### config.mk
export PLATFORM = sky130hd
export DESIGN_NAME = perf_counter_bank
export DESIGN_NICKNAME = d
export VERILOG_FILES = /design/src/rtl/pcb_pkg.sv /design/src/rtl/pcb_ctrl.sv /design/src/rtl/pcb_slice.sv /design/src/rtl/perf_counter_bank.sv
export SDC_FILE = /design/constraint.sdc
export NUM_CORES = 2
export LEC_CHECK = 0
export ABC_AREA = 1
export ABC_CLOCK_PERIOD_IN_PS = 8300
export BUFFER_PORTS_ARGS = -buffer_cell sky130_fd_sc_hd__buf_2
export CORE_ASPECT_RATIO = 0.9
export CORE_MARGIN = 4
export CORE_UTILIZATION = 50
export CTS_CLUSTER_DIAMETER = 120
export DETAILED_ROUTE_END_ITERATION = 10
export PLACE_DENSITY = 0.66
export SYNTH_ARGS = -nofsm -noshare
export SYNTH_HDL_FRONTEND = slang
export SYNTH_SLANG_ARGS = --single-unit
### constraint.sdc
create_clock -name clk -period 8.3 [get_ports clk]
set_input_delay 0.415 -clock clk [delete_from_list [all_inputs] [get_ports clk]]
set_output_delay 0.415 -clock clk [all_outputs]
set_load 0.02 [all_outputs]
### src/rtl/pcb_pkg.sv
package pcb_pkg;

    typedef enum logic [1:0] {
        ST_HALT  = 2'd0,
        ST_COUNT = 2'd1,
        ST_FLUSH = 2'd2
    } pcb_state_e;

    localparam int ADDR_W = 12;

    localparam logic [ADDR_W-1:0] A_CTRL   = 12'h500;
    localparam logic [ADDR_W-1:0] A_EN_SET = 12'h508;
    localparam logic [ADDR_W-1:0] A_EN_CLR = 12'h50C;
    localparam logic [ADDR_W-1:0] A_IE_SET = 12'h510;
    localparam logic [ADDR_W-1:0] A_IE_CLR = 12'h514;
    localparam logic [ADDR_W-1:0] A_GANG   = 12'h718;
    localparam logic [ADDR_W-1:0] A_OVF    = 12'h740;
    localparam logic [ADDR_W-1:0] A_MSB    = 12'h96C;

    localparam int A_CNT_BASE  = 'h420;
    localparam int A_EVT_BASE  = 'h220;
    localparam int A_CCTL_BASE = 'h120;
    localparam int A_FLT_BASE  = 'h300;

    localparam logic [7:0] EV_CYCLES      = 8'h01;
    localparam int         EV_STROBE_BASE = 'h20;

    // Mask of the bank positions that may be chained (odd ones).
    function automatic logic [31:0] odd_bits(input int n);
        logic [31:0] m;
        m = '0;
        for (int i = 1; i < n; i += 2) m[i] = 1'b1;
        return m;
    endfunction

endpackage

### src/rtl/pcb_ctrl.sv
module pcb_ctrl
    import pcb_pkg::*;
(
    input  logic       clk,
    input  logic       rst_n,
    input  logic       cr_wr,
    input  logic       cr_run,
    input  logic       cr_flush,
    output pcb_state_e state,
    output logic       run,
    output logic       flush,
    output logic       run_req
);

    pcb_state_e state_q, state_d;
    logic       req_q, req_d;

    always_comb begin
        state_d = state_q;
        req_d   = req_q;
        if (cr_wr) begin
            req_d   = cr_run;
            state_d = cr_flush ? ST_FLUSH : (cr_run ? ST_COUNT : ST_HALT);
        end else begin
            unique case (state_q)
                ST_HALT:  state_d = ST_HALT;
                ST_COUNT: state_d = ST_COUNT;
                ST_FLUSH: state_d = req_q ? ST_COUNT : ST_HALT;
                default:  state_d = ST_HALT;
            endcase
        end
    end

    always_ff @(posedge clk or negedge rst_n) begin
        if (!rst_n) begin
            state_q <= ST_HALT;
            req_q   <= 1'b0;
        end else begin
            state_q <= state_d;
            req_q   <= req_d;
        end
    end

    always_comb begin
        run   = 1'b0;
        flush = 1'b0;
        unique case (state_q)
            ST_HALT:  ;
            ST_COUNT: run = 1'b1;
            ST_FLUSH: flush = 1'b1;
            default:  ;
        endcase
    end

    assign state   = state_q;
    assign run_req = req_q;

endmodule

### src/rtl/pcb_slice.sv
module pcb_slice
    import pcb_pkg::*;
#(
    parameter int CW      = 32,
    parameter int NUM_EVT = 6
) (
    input  logic               clk,
    input  logic               rst_n,
    input  logic               run,
    input  logic               cnt_en,
    input  logic               flush,
    input  logic [7:0]         evsel,
    input  logic [NUM_EVT-1:0] strobe,
    input  logic               gang_on,
    input  logic               carry_in,
    input  logic               msb_mode,
    input  logic               wr_val,
    input  logic [CW-1:0]      wr_data,
    output logic [CW-1:0]      value,
    output logic               carry_out,
    output logic               ovf
);

    logic sel_hit, src, bump, all_one, low_one;

    always_comb begin
        sel_hit = (evsel == EV_CYCLES);
        for (int k = 0; k < NUM_EVT; k++) begin
            if (evsel == 8'(EV_STROBE_BASE + k)) sel_hit = sel_hit | strobe[k];
        end
    end

    assign src       = gang_on ? carry_in : sel_hit;
    assign bump      = run & cnt_en & src & ~wr_val;
    assign all_one   = &value;
    assign low_one   = &value[CW-2:0];
    assign carry_out = bump & all_one;
    assign ovf       = bump & (msb_mode ? low_one : all_one);

    always_ff @(posedge clk or negedge rst_n) begin
        if (!rst_n)      value <= '0;
        else if (flush)  value <= '0;
        else if (wr_val) value <= wr_data;
        else if (bump)   value <= value + CW'(1);
    end

endmodule

### src/rtl/perf_counter_bank.sv
module perf_counter_bank
    import pcb_pkg::*;
#(
    parameter int NUM_CNT = 8,
    parameter int CW      = 32,
    parameter int NUM_EVT = 6,
    parameter int NUM_FLT = 6
) (
    input  logic               clk,
    input  logic               rst_n,
    input  logic [ADDR_W-1:0]  bus_addr,
    input  logic               bus_wr,
    input  logic [31:0]        bus_wdata,
    output logic [31:0]        bus_rdata,
    input  logic [NUM_EVT-1:0] evt_strobe,
    output logic               irq
);

    localparam int NPAIR = NUM_CNT / 2;
    localparam logic [NUM_CNT-1:0] GANG_OK = NUM_CNT'(odd_bits(NUM_CNT));

    logic [NUM_CNT-1:0] en_q, ie_q, gang_q, msb_q, ovs_q, ovf_vec;
    logic [NUM_CNT-1:0] hit_cnt, hit_evt, hit_cctl, ovs_clr;
    logic [NUM_FLT-1:0] hit_flt;
    logic [7:0]         evt_q  [NUM_CNT];
    logic [31:0]        cctl_q [NUM_CNT];
    logic [31:0]        flt_q  [NUM_FLT];
    logic [CW-1:0]      cnt_val [NUM_CNT];
    logic [NUM_CNT-1:0] wdat;

    pcb_state_e ctl_state;
    logic       ctl_run, ctl_flush, ctl_req;

    assign wdat = bus_wdata[NUM_CNT-1:0];

    pcb_ctrl i_ctrl (
        .clk      (clk),
        .rst_n    (rst_n),
        .cr_wr    (bus_wr && bus_addr == A_CTRL),
        .cr_run   (bus_wdata[0]),
        .cr_flush (bus_wdata[1]),
        .state    (ctl_state),
        .run      (ctl_run),
        .flush    (ctl_flush),
        .run_req  (ctl_req)
    );

    for (genvar i = 0; i < NUM_CNT; i++) begin : g_dec
        assign hit_cnt[i]  = bus_addr == ADDR_W'(A_CNT_BASE + 8 * i);
        assign hit_evt[i]  = bus_addr == ADDR_W'(A_EVT_BASE + 8 * i);
        assign hit_cctl[i] = bus_addr == ADDR_W'(A_CCTL_BASE + 8 * i);
    end
    for (genvar j = 0; j < NUM_FLT; j++) begin : g_fdec
        assign hit_flt[j] = bus_addr == ADDR_W'(A_FLT_BASE + 4 * j);
    end

    // Counter pairs: the odd member may count the even member's wraps.
    for (genvar p = 0; p < NPAIR; p++) begin : g_pair
        logic lo_carry, hi_carry_unused;

        pcb_slice #(.CW(CW), .NUM_EVT(NUM_EVT)) i_lo (
            .clk(clk), .rst_n(rst_n), .run(ctl_run), .cnt_en(en_q[2*p]),
            .flush(ctl_flush), .evsel(evt_q[2*p]), .strobe(evt_strobe),
            .gang_on(1'b0), .carry_in(1'b0), .msb_mode(msb_q[2*p]),
            .wr_val(bus_wr && hit_cnt[2*p]), .wr_data(bus_wdata[CW-1:0]),
            .value(cnt_val[2*p]), .carry_out(lo_carry), .ovf(ovf_vec[2*p])
        );

        pcb_slice #(.CW(CW), .NUM_EVT(NUM_EVT)) i_hi (
            .clk(clk), .rst_n(rst_n), .run(ctl_run), .cnt_en(en_q[2*p+1]),
            .flush(ctl_flush), .evsel(evt_q[2*p+1]), .strobe(evt_strobe),
            .gang_on(gang_q[2*p+1]), .carry_in(lo_carry), .msb_mode(msb_q[2*p+1]),
            .wr_val(bus_wr && hit_cnt[2*p+1]), .wr_data(bus_wdata[CW-1:0]),
            .value(cnt_val[2*p+1]), .carry_out(hi_carry_unused), .ovf(ovf_vec[2*p+1])
        );
    end

    always_ff @(posedge clk or negedge rst_n) begin
        if (!rst_n) begin
            en_q   <= '0;
            ie_q   <= '0;
            gang_q <= '0;
            msb_q  <= '0;
        end else if (bus_wr) begin
            if (bus_addr == A_EN_SET) en_q   <= en_q | wdat;
            if (bus_addr == A_EN_CLR) en_q   <= en_q & ~wdat;
            if (bus_addr == A_IE_SET) ie_q   <= ie_q | wdat;
            if (bus_addr == A_IE_CLR) ie_q   <= ie_q & ~wdat;
            if (bus_addr == A_GANG)   gang_q <= wdat & GANG_OK;
            if (bus_addr == A_MSB)    msb_q  <= wdat;
        end
    end

    always_ff @(posedge clk or negedge rst_n) begin
        if (!rst_n) begin
            for (int i = 0; i < NUM_CNT; i++) begin
                evt_q[i]  <= '0;
                cctl_q[i] <= '0;
            end
            for (int j = 0; j < NUM_FLT; j++) flt_q[j] <= '0;
        end else if (bus_wr) begin
            for (int i = 0; i < NUM_CNT; i++) begin
                if (hit_evt[i])  evt_q[i]  <= bus_wdata[7:0];
                if (hit_cctl[i]) cctl_q[i] <= bus_wdata;
            end
            for (int j = 0; j < NUM_FLT; j++) begin
                if (hit_flt[j]) flt_q[j] <= bus_wdata;
            end
        end
    end

    // Overflow flags: a new overflow beats a same-cycle clear.
    assign ovs_clr = (bus_wr && bus_addr == A_OVF) ? wdat : '0;

    always_ff @(posedge clk or negedge rst_n) begin
        if (!rst_n)         ovs_q <= '0;
        else if (ctl_flush) ovs_q <= '0;
        else                ovs_q <= (ovs_q & ~ovs_clr) | ovf_vec;
    end

    assign irq = |(ovs_q & ie_q);

    always_comb begin
        unique case (bus_addr)
            A_CTRL:             bus_rdata = {30'b0, ctl_flush, ctl_req};
            A_EN_SET, A_EN_CLR: bus_rdata = 32'(en_q);
            A_IE_SET, A_IE_CLR: bus_rdata = 32'(ie_q);
            A_GANG:             bus_rdata = 32'(gang_q);
            A_MSB:              bus_rdata = 32'(msb_q);
            A_OVF:              bus_rdata = 32'(ovs_q);
            default:            bus_rdata = '0;
        endcase
        for (int i = 0; i < NUM_CNT; i++) begin
            if (hit_cnt[i])  bus_rdata = 32'(cnt_val[i]);
            if (hit_evt[i])  bus_rdata = {24'b0, evt_q[i]};
            if (hit_cctl[i]) bus_rdata = cctl_q[i];
        end
        for (int j = 0; j < NUM_FLT; j++) begin
            if (hit_flt[j]) bus_rdata = flt_q[j];
        end
    end

endmodule

==> flow_metrics.tcl <==
set metrics [dict create \
    numCtsBuffers 87 \
    multi_input_area_um2 19500 \
    track_usage_pct 33.2 \
    cts_resized 0 \
    ys_types 62 \
    cp.required_ns 7.89 \
    layout-drive-gt1-share_pct 7.47 \
    slew_viol_final 0 \
    antenna_left 0 \
    cpMostUsedCell "nand2_1" \
    r2r-start "g_pair[0].i_lo.value[1]" \
    final_common_cell "nand2_1" \
    grt_pass1_vias 37500 \
    tns_ns 0 \
    max_stage_delay_ns 0.90 \
    grt_pass1_wl_um 234000 \
    fmax_ghz 0.171 \
    p_leak_nw 20.4 \
    cp_slowest_cell "nor2_2" \
    cp-end-kind "output port" \
    min_from "bus_wdata[1]" \
    setup_viol 0 \
    regToRegSetupSlack_ns 3.53 \
    first_pass_iters 9 \
    core_um2 84900 \
    drt_wl_total_um 154000 \
    regArea_um2 20200 \
    synth_edf_count 0 \
    worst_r2r_path_depth 29 \
    fin_nets 5608 \
    clock-root-buffer "clkbuf_16" \
    routedWlPerCell_um 22.9 \
    hpwlAfterDp_um 107000 \
    area_growth_pct 9.71 \
    vias 40900 \
    hold_path_class "in -> reg" \
    finalCriticalPeriod_ns 5.85 \
    start_util_pct 50.7 \
    avgSynthCellArea_um2 7.65 \
    clock_sinks 807 \
    hold_viol 0 \
    critical_path_peak_fanout 18 \
    clk_latency_ns 0.67 \
    syn_area_um2 43100 \
    rows 101 \
    layout.cells.non_filler 6750 \
    skew_ns 0.0237 \
    yosysWarningCount 0 \
    critPathLaunchType "input port" \
    die_y_um 286 \
    critPathKind "in -> out" \
    whs_path_depth 3 \
    vias_per_cell 6.06 \
    ir_drop_mv 0.268 \
    fill_cells 8170 \
    clockBufferDepth 3 \
    gr-total-overflow 0 \
    ys_seq_area_share_pct 46.9 \
    die_width_um 317 \
    synth_nets 5694 \
    drc 0 \
    port_buffers 85 \
    cellPowerDensity_nw_per_um2 178 \
    cts_tree "built" \
    synth_ff_type "dfrtp_1" \
    drtIter0Drc 5208 \
    async_reset_ff_share_pct 100 \
    htree_levels 3 \
    r2r_end "g_pair[0].i_hi.value[20]" \
    run_status "completed" \
    clkTransAtPathRegs_ns 0.06 \
    dp_cells 6588 \
    grt_max_degree 176 \
    synthCells 5631 \
    dieArea_um2 90900 \
    crit_arrival_ns 5.44 \
    io_pins 86 \
    relSlewSlack_pct 19.8 \
    synth_seq_cells 807 \
    final_cell_mix "nand2_1, o21ai_0, dfrtp_1" \
    tightest_slew_ns 1.20 \
    place_congestion 0.976 \
    drv_cap 0 \
    min_period_over_period_pct 70.5 \
    antenna_found_initial 16 \
    rsz0062_at_grt "no" \
]
[where the power goes]
group	switching [mW]	internal (mW)	total, mW
Clock	1.73	2.43	4.16
Sequential	0.0121	3.95	3.96
Combinational	0.253	0.0336	0.286
[final cells by class]
| class | instances | area share, % |
|---|---|---|
| multi-input combinational | 3927 | 41.2 |
| timing repair buffer | 149 | 2.02 |
| clock buffer | 122 | 5.37 |
| tap | 1133 | 3.00 |
| antenna | 7 | 0.0371 |
| clock inverter | 32 | 1.07 |
| inverter | 573 | 4.56 |
| sequential | 807 | 42.7 |
[routing by layer]
metal	share of wire [%]	GRT usage, %	wire (um)	vias to the layer above
met5	0	0	0	-
met4	3.0	10.1	4680	0
met3	10	6.83	16100	272
met2	44	51.0	68500	1944
met1	42	47.4	65000	19800
li1	-	-	-	18900
[metrics by stage]
step | hold WS (ns) | util [%] | setup slack [ns] | total power [mW] | instance area [um2]
floorplan | 0.119 | - | 5.02 | 4.10 | 43100
global placement | 0.449 | 52.0 | 2.55 | 4.31 | 44200
detailed placement | 0.446 | 52.0 | 2.57 | 4.31 | 44200
CTS | 0.0552 | 55.6 | 2.55 | 8.43 | 47200
global route | 0.112 | 55.6 | 2.13 | 8.63 | 47300
finish | 0.0932 | 55.7 | 2.45 | 8.41 | 47300
[cell families (layout without fill, tap and decap cells)]
group	Yosys count	after routing	synth area share, %
adders and majority gates	10	10	0.290
other	0	7	0
xor gates and xnor gates	59	59	1.20
muxes	5	5	0.116
DFF	807	807	46.9
buffers and inverters	897	876	8.09
AOI/OAI and AO/OA	1628	1628	21.5
and+or+nand+nor	2225	2225	21.9
[state kept, by name, indices dropped and copies added, names as in the netlist, named ones only]
register,cells
msb_q,8
g_pair.i_lo.value,128
gang_q,4
i_ctrl.state,2
i_ctrl.run_req,1
ovs_q,8
cctl_q,256
g_pair.i_hi.value,128
evt_q,64
flt_q,192
[cells in the mapped netlist (5+ instances only)]
cell type	number	area [um2]
a211oi_1	21	158
a21oi_1	249	1250
a221oi_1	61	534
a31oi_1	13	81.3
buf_1	13	48.8
buf_2	23	115
buf_6	9	101
clkbuf_1	273	1020
clkinv_1	11	41.3
dfrtp_1	807	20200
ha_1	10	125
inv_1	541	2030
inv_2	21	78.8
mux2i_1	5	50.1
nand2_1	1458	5470
nand3_1	146	731
nand3_2	6	60.1
nand4_1	122	763
nand4_2	5	62.6
nor2_1	304	1140
nor2_2	19	119
nor3_1	77	385
nor3_2	7	70.1
nor4_1	35	219
o2111ai_1	95	832
o211ai_1	67	503
o21ai_0	932	4660
o21ai_1	35	175
o22ai_1	104	651
o31ai_1	10	75.1
o32ai_1	15	131
or2_2	20	125
xor2_1	58	508
[repair_timing]
| action | 4_1_cts | 5_1_grt |
|---|---|---|
| buffers inserted | 0 | 0 |
| hold endpoints to repair | 68 | 0 |
| hold buffers | 1 | 0 |
[worst max-delay path, delay by kind of cell]
kind / cells / cell delay [ns]
AND/OR/NAND/NOR: 22 / 3.03
buffers and inverters: 6 / 1.55
AO/OA/AOI/OAI: 2 / 0.45
[worst max path at each step]
| stage | endpoint | slack (ns) | depth (start not counted) | startpoint |
|---|---|---|---|---|
| 3_3_place_gp | bus_rdata[1] | 2.55 | 30 | bus_addr[11] |
| 3_5_place_dp | bus_rdata[1] | 2.57 | 30 | bus_addr[11] |
| 6_report | bus_rdata[1] | 2.45 | 30 | bus_addr[11] |
| 5_1_grt | bus_rdata[1] | 2.13 | 30 | bus_addr[11] |
| 4_1_cts | bus_rdata[1] | 2.55 | 30 | bus_addr[11] |
| 2_1_floorplan | bus_rdata[17] | 5.02 | 18 | bus_addr[2] |
Power figures use the tool's default switching activity.
